===== src/rtl/dmarf_pkg.sv =====
package dmarf_pkg;
  localparam int ADDR_W    = 16;
  localparam int DATA_W    = 8;
  localparam int NUM_CH    = 2;
  localparam int REQ_BYTES = 4;
  localparam int TGT_BYTES = 4;
  localparam int CNT_BYTES = 3;
  localparam int IDX_W     = 2;
  localparam int CH_W      = 1;

  typedef enum logic [1:0] {RK_REQ = 2'd0, RK_TGT = 2'd1, RK_CNT = 2'd2} reg_kind_t;

  typedef struct packed {
    logic             hit;      // a register byte is addressed
    logic             ptr;      // the byte is selected through the pointer
    logic             clr;      // pointer clear command
    logic [CH_W-1:0]  ch;
    reg_kind_t        kind;
    logic [IDX_W-1:0] idx;
  } dec_t;

  function automatic dec_t mk(input logic p, input logic [CH_W-1:0] c,
                              input reg_kind_t k, input logic [IDX_W-1:0] i);
    dec_t d;
    d.hit = 1'b1; d.ptr = p; d.clr = 1'b0; d.ch = c; d.kind = k; d.idx = i;
    return d;
  endfunction

  // Address map decode; the pointer picks the low/high byte on shared ports.
  function automatic dec_t decode_access(input logic [ADDR_W-1:0] a, input logic bp);
    dec_t d;
    d = '0;
    d.kind = RK_REQ;
    case (a)
      16'hF010: d = mk(1'b1, 1'b0, RK_REQ, {1'b0, bp});
      16'hF011: d = mk(1'b1, 1'b0, RK_REQ, {1'b1, bp});
      16'hF000: d = mk(1'b1, 1'b0, RK_TGT, {1'b0, bp});
      16'hF087: d = mk(1'b0, 1'b0, RK_TGT, 2'd2);
      16'hF086: d = mk(1'b0, 1'b0, RK_TGT, 2'd3);
      16'hF001: d = mk(1'b1, 1'b0, RK_CNT, {1'b0, bp});
      16'hF098: d = mk(1'b0, 1'b0, RK_CNT, 2'd2);
      16'hF012: d = mk(1'b1, 1'b1, RK_REQ, {1'b0, bp});
      16'hF013: d = mk(1'b1, 1'b1, RK_REQ, {1'b1, bp});
      16'hF002: d = mk(1'b1, 1'b1, RK_TGT, {1'b0, bp});
      16'hF083: d = mk(1'b0, 1'b1, RK_TGT, 2'd2);
      16'hF085: d = mk(1'b0, 1'b1, RK_TGT, 2'd3);
      16'hF003: d = mk(1'b1, 1'b1, RK_CNT, {1'b0, bp});
      16'hF099: d = mk(1'b0, 1'b1, RK_CNT, 2'd2);
      16'hF00C, 16'h000C: d.clr = 1'b1;
      default: d = d;
    endcase
    return d;
  endfunction
endpackage


===== src/rtl/dmarf_byteptr.sv =====
module dmarf_byteptr (
  input  logic clk,
  input  logic rst_n,
  input  logic step,
  input  logic clear,
  output logic bp
);
  always_ff @(posedge clk or negedge rst_n) begin
    if (!rst_n)     bp <= 1'b0;
    else if (clear) bp <= 1'b0;
    else if (step)  bp <= ~bp;
  end

  // a clear always leaves the pointer at zero
  a_r4_clear_zero: assert property (@(posedge clk) disable iff (!rst_n)
    clear |=> !bp);
  // exactly one flip per stepping access
  a_r3_single_flip: assert property (@(posedge clk) disable iff (!rst_n)
    (step && !clear) |=> (bp != $past(bp)));
endmodule


===== src/rtl/dmarf_decode.sv =====
module dmarf_decode
  import dmarf_pkg::*;
(
  input  logic [ADDR_W-1:0] addr,
  input  logic              bp,
  output dec_t              dec
);
  always_comb dec = decode_access(addr, bp);
endmodule


===== src/rtl/dmarf_chan_regs.sv =====
module dmarf_chan_regs
  import dmarf_pkg::*;
#(
  parameter int RB = REQ_BYTES,
  parameter int TB = TGT_BYTES,
  parameter int CB = CNT_BYTES
) (
  input  logic               clk,
  input  logic               rst_n,
  input  logic               we,
  input  reg_kind_t          kind,
  input  logic [IDX_W-1:0]   idx,
  input  logic [DATA_W-1:0]  wdata,
  output logic [DATA_W-1:0]  rbyte,
  output logic [RB*DATA_W-1:0] req,
  output logic [TB*DATA_W-1:0] tgt,
  output logic [CB*DATA_W-1:0] cnt
);
  logic [DATA_W-1:0] req_q [RB];
  logic [DATA_W-1:0] tgt_q [TB];
  logic [DATA_W-1:0] cnt_q [CB];

  always_ff @(posedge clk or negedge rst_n) begin
    if (!rst_n) begin
      for (int i = 0; i < RB; i++) req_q[i] <= '0;
      for (int i = 0; i < TB; i++) tgt_q[i] <= '0;
      for (int i = 0; i < CB; i++) cnt_q[i] <= '0;
    end else if (we) begin
      case (kind)
        RK_REQ: if (int'(idx) < RB) req_q[idx] <= wdata;
        RK_TGT: if (int'(idx) < TB) tgt_q[idx] <= wdata;
        RK_CNT: if (int'(idx) < CB) cnt_q[idx] <= wdata;
        default: ;
      endcase
    end
  end

  always_comb begin
    rbyte = '0;
    case (kind)
      RK_REQ: if (int'(idx) < RB) rbyte = req_q[idx];
      RK_TGT: if (int'(idx) < TB) rbyte = tgt_q[idx];
      RK_CNT: if (int'(idx) < CB) rbyte = cnt_q[idx];
      default: rbyte = '0;
    endcase
  end

  for (genvar g = 0; g < RB; g++) begin : g_req
    assign req[g*DATA_W +: DATA_W] = req_q[g];
  end
  for (genvar g = 0; g < TB; g++) begin : g_tgt
    assign tgt[g*DATA_W +: DATA_W] = tgt_q[g];
  end
  for (genvar g = 0; g < CB; g++) begin : g_cnt
    assign cnt[g*DATA_W +: DATA_W] = cnt_q[g];
  end

  // registers hold when this channel is not written
  a_r8_hold_unwritten: assert property (@(posedge clk) disable iff (!rst_n)
    !we |=> ($stable(req) && $stable(tgt) && $stable(cnt)));
  // the written requester byte appears on the parallel output
  a_r8_req_lands: assert property (@(posedge clk) disable iff (!rst_n)
    (we && kind == RK_REQ) |=> (req[$past(idx)*DATA_W +: DATA_W] == $past(wdata)));
endmodule


===== src/rtl/dmarf_top.sv =====
module dmarf_top
  import dmarf_pkg::*;
(
  input  logic                             clk,
  input  logic                             rst_n,
  input  logic [ADDR_W-1:0]                addr,
  input  logic                             wr_en,
  input  logic [DATA_W-1:0]                wr_data,
  input  logic                             rd_en,
  output logic [DATA_W-1:0]                rd_data,
  output logic [NUM_CH*REQ_BYTES*DATA_W-1:0] req_addr,
  output logic [NUM_CH*TGT_BYTES*DATA_W-1:0] tgt_addr,
  output logic [NUM_CH*CNT_BYTES*DATA_W-1:0] byte_cnt
);
  localparam int RW = REQ_BYTES * DATA_W;
  localparam int TW = TGT_BYTES * DATA_W;
  localparam int CW = CNT_BYTES * DATA_W;

  logic              bp;
  dec_t              dec;
  logic              access;
  logic              ptr_step;
  logic              clr_cmd;
  logic [DATA_W-1:0] ch_rbyte [NUM_CH];

  assign access   = wr_en | rd_en;
  assign ptr_step = access & dec.hit & dec.ptr;
  assign clr_cmd  = wr_en & dec.clr;

  dmarf_decode u_dec (.addr(addr), .bp(bp), .dec(dec));

  dmarf_byteptr u_bp (.clk(clk), .rst_n(rst_n), .step(ptr_step), .clear(clr_cmd), .bp(bp));

  for (genvar c = 0; c < NUM_CH; c++) begin : g_ch
    logic ch_we;
    assign ch_we = wr_en & dec.hit & (dec.ch == CH_W'(c));
    dmarf_chan_regs u_regs (
      .clk(clk), .rst_n(rst_n), .we(ch_we), .kind(dec.kind), .idx(dec.idx),
      .wdata(wr_data), .rbyte(ch_rbyte[c]),
      .req(req_addr[c*RW +: RW]), .tgt(tgt_addr[c*TW +: TW]), .cnt(byte_cnt[c*CW +: CW]));
  end

  assign rd_data = (rd_en && dec.hit) ? ch_rbyte[dec.ch] : '0;

  // unmapped reads return zero
  a_r7_unmapped_zero: assert property (@(posedge clk) disable iff (!rst_n)
    (rd_en && !dec.hit) |-> (rd_data == '0));
  // no read strobe, no read data
  a_r6_idle_zero: assert property (@(posedge clk) disable iff (!rst_n)
    !rd_en |-> (rd_data == '0));
  // direct-port and unmapped accesses leave the pointer alone
  a_r5_direct_keeps_bp: assert property (@(posedge clk) disable iff (!rst_n)
    (access && !(dec.hit && dec.ptr) && !clr_cmd) |=> $stable(bp));
  // clear and unmapped writes leave all registers alone
  a_r7_no_store: assert property (@(posedge clk) disable iff (!rst_n)
    (wr_en && !dec.hit) |=> ($stable(req_addr) && $stable(tgt_addr) && $stable(byte_cnt)));
  // clear command from the ports yields pointer zero
  a_r4_port_clear: assert property (@(posedge clk) disable iff (!rst_n)
    (wr_en && (addr == 16'hF00C || addr == 16'h000C)) |=> !bp);
endmodule


===== config.mk =====
export PLATFORM = sky130hd
export DESIGN_NAME = dmarf_top
export DESIGN_NICKNAME = d
export VERILOG_FILES = /design/src/rtl/dmarf_pkg.sv /design/src/rtl/dmarf_byteptr.sv /design/src/rtl/dmarf_decode.sv /design/src/rtl/dmarf_chan_regs.sv /design/src/rtl/dmarf_top.sv
export SDC_FILE = /design/constraint.sdc
export NUM_CORES = 1
export LEC_CHECK = 0
export BUFFER_PORTS_ARGS = -buffer_cell sky130_fd_sc_hd__buf_2
export CORE_ASPECT_RATIO = 1.4
export CORE_MARGIN = 5
export CORE_UTILIZATION = 50
export DETAILED_ROUTE_END_ITERATION = 16
export PLACE_DENSITY_LB_ADDON = 0.08
export SETUP_SLACK_MARGIN = 0.05
export SYNTH_ARGS = -nofsm -noshare
export SYNTH_HDL_FRONTEND = slang
export SYNTH_SLANG_ARGS = --single-unit

===== constraint.sdc =====
create_clock -name clk -period 4.1 [get_ports clk]
set_input_delay 0.82 -clock clk [delete_from_list [all_inputs] [get_ports clk]]
set_output_delay 0.82 -clock clk [all_outputs]
set_load 0.005 [all_outputs]

**Word-level counts from Yosys, hierarchy flattened**

Index checks and enable logic that the tools add are counted.

- Output and inout port bits: 184
- Input bits: 28
- Bits in latches: 0
- Flip-flop bits (word level): 177
- Bits in read-only memories: 0
- Memory bits (writable): 0
- Memories kept: 0
- Word-level logic and storage cells: 108

- Equal/unequal tests: 18
- Reduce and logical (&&, ||, !) cells: 13
- Order comparisons: 4
- Add/subtract/negate cells: 0
- Shifts and indexed selects: 0
- Multiply operators: 0
- Mux-type cells: 39
- Bitwise logic cells: 11
- Divide/modulo/power cells: 0

Operators by type and width:

| operator | count |
|---|---|
| $eq A16 B16 Y1 const B | 15 |
| $mux W8 | 19 |
| $bwmux W32 | 4 |
| $bmux W8 S2 | 6 |
| $pmux W5 S14 | 1 |
| $bwmux W24 | 2 |
| $pmux W8 S3 | 2 |
| $demux W8 S2 | 1 |
| $eq A16 B4 Y1 const B | 1 |
| $reduce_and A2 Y1 | 4 |
| $reduce_or A8 Y1 | 1 |
| $and A1 B1 Y1 | 6 |
| $reduce_and A3 Y1 | 2 |
| $reduce_or A6 Y1 | 1 |
| $pmux W2 S2 | 1 |
| $ge A3 B3 Y1 const B | 1 |
| $lt A3 B1 Y1 const B | 1 |
| $mux W1 | 3 |
| $not A2 Y3 | 1 |
| $eq A2 B1 Y1 const B | 1 |
| $eq A2 B2 Y1 const B | 1 |
| $ge A2 B2 Y1 const B | 1 |
| $logic_and A1 B1 Y1 | 2 |
| $logic_not A2 Y1 | 1 |
| other kinds (6) | 7 |

**Depth between registers and ports, before layout**

- Word-level depth: 12
- Depth in mapped cells: 12
- Mapped depth without buffers: 7

**Hierarchy**

Synthesis repeated with hierarchy kept, for this count alone.

- Cells, all modules: 670
- Area total of the unflattened synthesis: 8862.2 um^2

Modules (own cells, without submodules):

| module | sequential area each (um^2) | cells each | times used | area each (um^2) |
|---|---|---|---|---|
| dmarf_chan_regs (g_ch[1].u_regs) | 2202.1 | 320 | 1 | 4207.8 |
| dmarf_chan_regs (g_ch[0].u_regs) | 2202.1 | 283 | 1 | 4180.3 |
| dmarf_decode | 0.0 | 41 | 1 | 280.3 |
| dmarf_top | 0.0 | 23 | 1 | 156.4 |
| dmarf_byteptr | 25.0 | 3 | 1 | 37.5 |

**Worst setup path after synthesis**

No wires, ideal clock.

- Path kind: input to output
- From: in addr[2]
- To: out rd_data[6]
- Setup slack: 0.281 ns
- Required time: 3.280 ns
- Stages on the path: 10
- Buffers on the path: 4
- Arrival time: 2.999 ns
- Path through: buf_2 -> or4_4 -> nor3_2 -> o31a_1 -> buf_2 -> buf_4 -> buf_2 -> nand3_1 -> o2111a_1 -> a211oi_1

- Longest elaborated chain between the ends: 12
- Elaborated cells on any way between the ends: 51
- Those cells by class: order compare: 1; eq/ne: 16; mux: 28; bitwise: 2; reduce/logical: 4

RTL lines:

| what | line | source |
|---|---|---|
| from (decl) | dmarf_top.sv:6 | `input logic [ADDR_W-1:0] addr,` |
| $eq A16 B16 Y1 | dmarf_pkg.sv:34 | `case (a)` |
| $pmux W5 S14 | dmarf_pkg.sv:34 |  |
| $not A2 Y3 (implied by the code) | dmarf_chan_regs.sv:41, dmarf_chan_regs.sv:42, dmarf_chan_regs.sv:43 |  |
| $bmux W8 S2 | dmarf_chan_regs.sv:43 | `RK_CNT: if (int'(idx) < CB) rbyte = cnt_q[idx];` |
| $mux W8 (implied by the code) (2 in a row) | dmarf_chan_regs.sv:43 |  |
| $mux W8 | dmarf_chan_regs.sv:43 |  |
| $pmux W8 S3 | dmarf_chan_regs.sv:40 | `case (kind)` |
| $mux W8 (implied by the code) (3 in a row) | dmarf_top.sv:43 | `assign rd_data = (rd_en && dec.hit) ? ch_rbyte[dec.ch] : '0;` |
| $mux W8 * | dmarf_top.sv:43 |  |
| to (decl) | dmarf_top.sv:10 | `output logic [DATA_W-1:0] rd_data,` |

Every way passes the cells marked *; elsewhere a longest branch is shown, timed or not. The select of a mux whose other input is x is not followed.

**Final worst setup path**

- From: in addr[2]
- To: out rd_data[0]

The elaborated chain is that of the path after synthesis.

==> metrics.yaml <==
status:
  status: "finished, final reports clean"
sta:
  hold_viol: 0
  timing.slew.headroom: 0.427
  post-route-period-util: 0.995
  maxSlewViolCount: 0
  max_freq_mhz: 245
  fin_ws_ns: 0.0216
  setup_viol: 0
  period_needed_ns: 4.08
  fin_skew_ns: 0.00686
  rsz0062_at_grt: "true"
  tightestPinTransition_ns: 0.859
placed_design:
  place.detailed.hpwl_um: 23600
  globalplace.congestion: 0.934
  post_dp_cell_area_sq_um: 10900
  dp_slack_ns: -0.311
  dp_cells: 1228
  io_buffers: 211
drt:
  routedWlPerCell_um: 25.1
  drc: 0
  wl_um: 32200
  dr.pass1.iters: 5
  postRouteAntennaNets: 0
  via_per_inst: 5.95
  drtIter0Drc: 511
  vias: 7640
yosys:
  synth_ff_type: "dfrtp_1"
  syn_nets: 740
  synth_area_sq_um: 8850
  synth_area_leaders: "dfrtp_1 50%, mux2_2 22%, mux2i_1 3.2%, nand2_1 2.9%, a211oi_1 1.3%"
  ys_seq_elements: 177
  avgSynthCellArea_sq_um: 12.4
  yosys.area.top_type_share: 0.501
  async_reset_ff_frac: 1.00
  yosysSeqAreaShare: 0.501
  synth_cell_types: 66
  synth_area_leader_cell: "dfrtp_1"
  yosysWarnings: 0
  syn_inst: 712
  synth_edf_count: 0
power_and_ir_drop:
  p_int_mw: 2.60
  power_mw: 3.46
  power.density_nw_per_um2: 281
  switching_share: 0.248
  switchingPower_mw: 0.857
  p_comb_frac: 0.037
  clkPwrFrac: 0.459
  seqPwrFrac: 0.504
  power.leakage_nw: 6.31
  vdd_drop_max_mv: 0.294
setup_path:
  crit_slowest_cell: "or4_4"
  crit_required_ns: 3.28
  crit_type: "in2out"
  crit_fanout: 5
  cp_common_cell: "buf_4"
  path_cells: "buf_2, or4_4, nor3_2, buf_4, o31a_4, buf_4, buf_16, mux2i_4, o221ai_2, nor4_4, buf_4, a211oi_2, buf_2"
  critPathLaunchType: "input port"
  r2r_cells: 9
  crit_start: "addr[2]"
  cpPeakStageDelay_ns: 0.57
  critPathCaptureType: "primary output"
  rr_startpoint: "u_bp.bp"
  cp_data_arrival_time_ns: 3.26
clock_network:
  clkTransAtPathRegs_ns: 0.07
  cts_hold_buf: 0
  clock_sinks: 177
  h-tree-depth: 4
  cts.path.max_buffers: 2
  cts_tree: "built"
  cts-root-buf: "clkbuf_16"
  cts_made_buffers: 17
  insertion_delay_ns: 0.43
global_route:
  grtUsageMet3: 0.0493
  grt_pass1_vias: 8103
  grt_max_degree: 95
  grt_pass1_wl_um: 49100
  met2_usage: 0.546
  antenna_found_initial: 0
  overflow: 0
  grtUsageTotal: 0.317
  grt_use_met1: 0.388
  grt-busiest-layer: "met2"
layout:
  nNetsFinal: 1063
  antenna_cells: 0
  drive_gt1_frac: 0.643
  syn_to_final_growth_pct: 39.3
  final_util: 0.708
  final_cells: 1284
  stdcell_area_sq_um: 12300
  fillers: 1318
hold_path:
  hold_path.class: "in2async"
die:
  core.rowCount: 57
  core_sq_um: 17400
  die_h_um: 167
  pin_count: 212
  start_util: 0.508
  die_w_um: 122
  die_area_sq_um: 20500
job:
  maxCapViolations: 0
==> state kept, by name, indices dropped and copies added, names as in the netlist <==
name / count
g_ch.u_regs.cnt: 48
g_ch.u_regs.req: 64
g_ch.u_regs.tgt: 64
u_bp.bp: 1
==> power groups by stage <==
stage	Clock [mW]	Sequential, mW	Combinational (mW)
floorplan	0	1.78	0.0359
global placement	0	1.78	0.117
detailed placement	0	1.78	0.121
CTS	1.61	1.75	0.125
global route	1.68	1.74	0.139
finish	1.59	1.75	0.127
==> Yosys cell counts (3+ instances only) <==
| cell type | instances |
|---|---|
| a2111oi_0 | 3 |
| a211oi_1 | 15 |
| a21oi_1 | 22 |
| a22oi_1 | 5 |
| a31oi_1 | 5 |
| a32oi_1 | 5 |
| and2_1 | 3 |
| and3_1 | 8 |
| buf_1 | 6 |
| buf_2 | 13 |
| buf_4 | 6 |
| clkbuf_1 | 16 |
| dfrtp_1 | 177 |
| inv_1 | 3 |
| mux2_2 | 174 |
| mux2i_1 | 28 |
| mux4_2 | 3 |
| nand2_1 | 68 |
| nand2_2 | 3 |
| nand2_4 | 5 |
| nand3_1 | 22 |
| nand3_4 | 3 |
| nor2_1 | 11 |
| nor2_2 | 3 |
| nor2_4 | 4 |
| nor3_1 | 9 |
| nor4_1 | 11 |
| nor4_4 | 3 |
| o211ai_1 | 3 |
| o21ai_0 | 8 |
| o221ai_1 | 4 |
| o22ai_1 | 7 |
| o2bb2ai_1 | 6 |
| or3_1 | 3 |
| or3_4 | 4 |
==> what timing repair did <==
action | in CTS | in global routing
cloned | 2 | 0
endpoints found under the setup margin | 8 | 8
pin swaps | 24 | 25
buffers inserted | 10 | 15
gates resized for setup | 76 | 45
==> through the flow <==
step	hold WS [ns]	TNS, ns
final	0.474	0
after global routing	0.538	-0.280
after CTS	0.501	0
after detailed placement	0.515	-1.20
after global placement	0.511	-1.36
after floorplan	0.505	0
==> logic make-up (layout without fill, tap and decap cells) <==
family          Yosys count  count (layout)  synth area share
mux                     206             206             0.262
simple gates            179             179             0.124
flops                   177             177             0.501
compound gates          103             103            0.0875
buf+inv                  44             380            0.0230
xor+xnor                  2               2           0.00198
fa+ha+maj                 1               1           0.00127
==> path summary, 6_finish.rpt <==
path / slack (ns) / end
setup reg to reg: 1.51 / g_ch[0].u_regs.tgt[27]
max in group asynchronous: 2.72 / g_ch[1].u_regs.tgt[30]
hold reg to reg: 0.53 / g_ch[0].u_regs.cnt[6]
hold / removal: 0.47 / g_ch[0].u_regs.req[2]
min in group clk: 0.53 / g_ch[0].u_regs.cnt[6]
setup / recovery: 0.02 / rd_data[0]
==> cell type report <==
class,count,area (sq um),area share
inverters,3,11.3,0.000914
multi-input cells,491,4750,0.385
clock buffers,18,439,0.0356
clock inverters,14,139,0.0113
well taps,236,295,0.0240
repair buffers,345,2260,0.183
flip-flops and latches,177,4430,0.359
==> cells in the final DEF, fill, tap and decap left out, types with 9 or more instances in the layout <==
| master | n |
|---|---|
| mux2i_1 | 17 |
| mux2_2 | 174 |
| dfrtp_1 | 177 |
| buf_4 | 113 |
| nand3_1 | 21 |
| buf_12 | 9 |
| clkbuf_16 | 17 |
| a21oi_1 | 14 |
| buf_6 | 13 |
| nand2_1 | 63 |
| nor2_1 | 10 |
| a211oi_2 | 12 |
| buf_2 | 208 |
==> per-layer routing <==
metal / up-vias / share of wire / wire length (um)
met1: 3882 / 0.38 / 12200
met4: 0 / 0.036 / 1170
met5: - / 0 / 0
met3: 81 / 0.058 / 1880
li1: 3323 / - / -
met2: 354 / 0.53 / 17000
==> worst max-delay path: cells and delay by family <==
kind            cells  cell delay, ns
buf+inv             6            0.87
compound gates      3            0.34
mux                 1            0.23
simple gates        3            0.98
(Power assumes the default switching activity.)
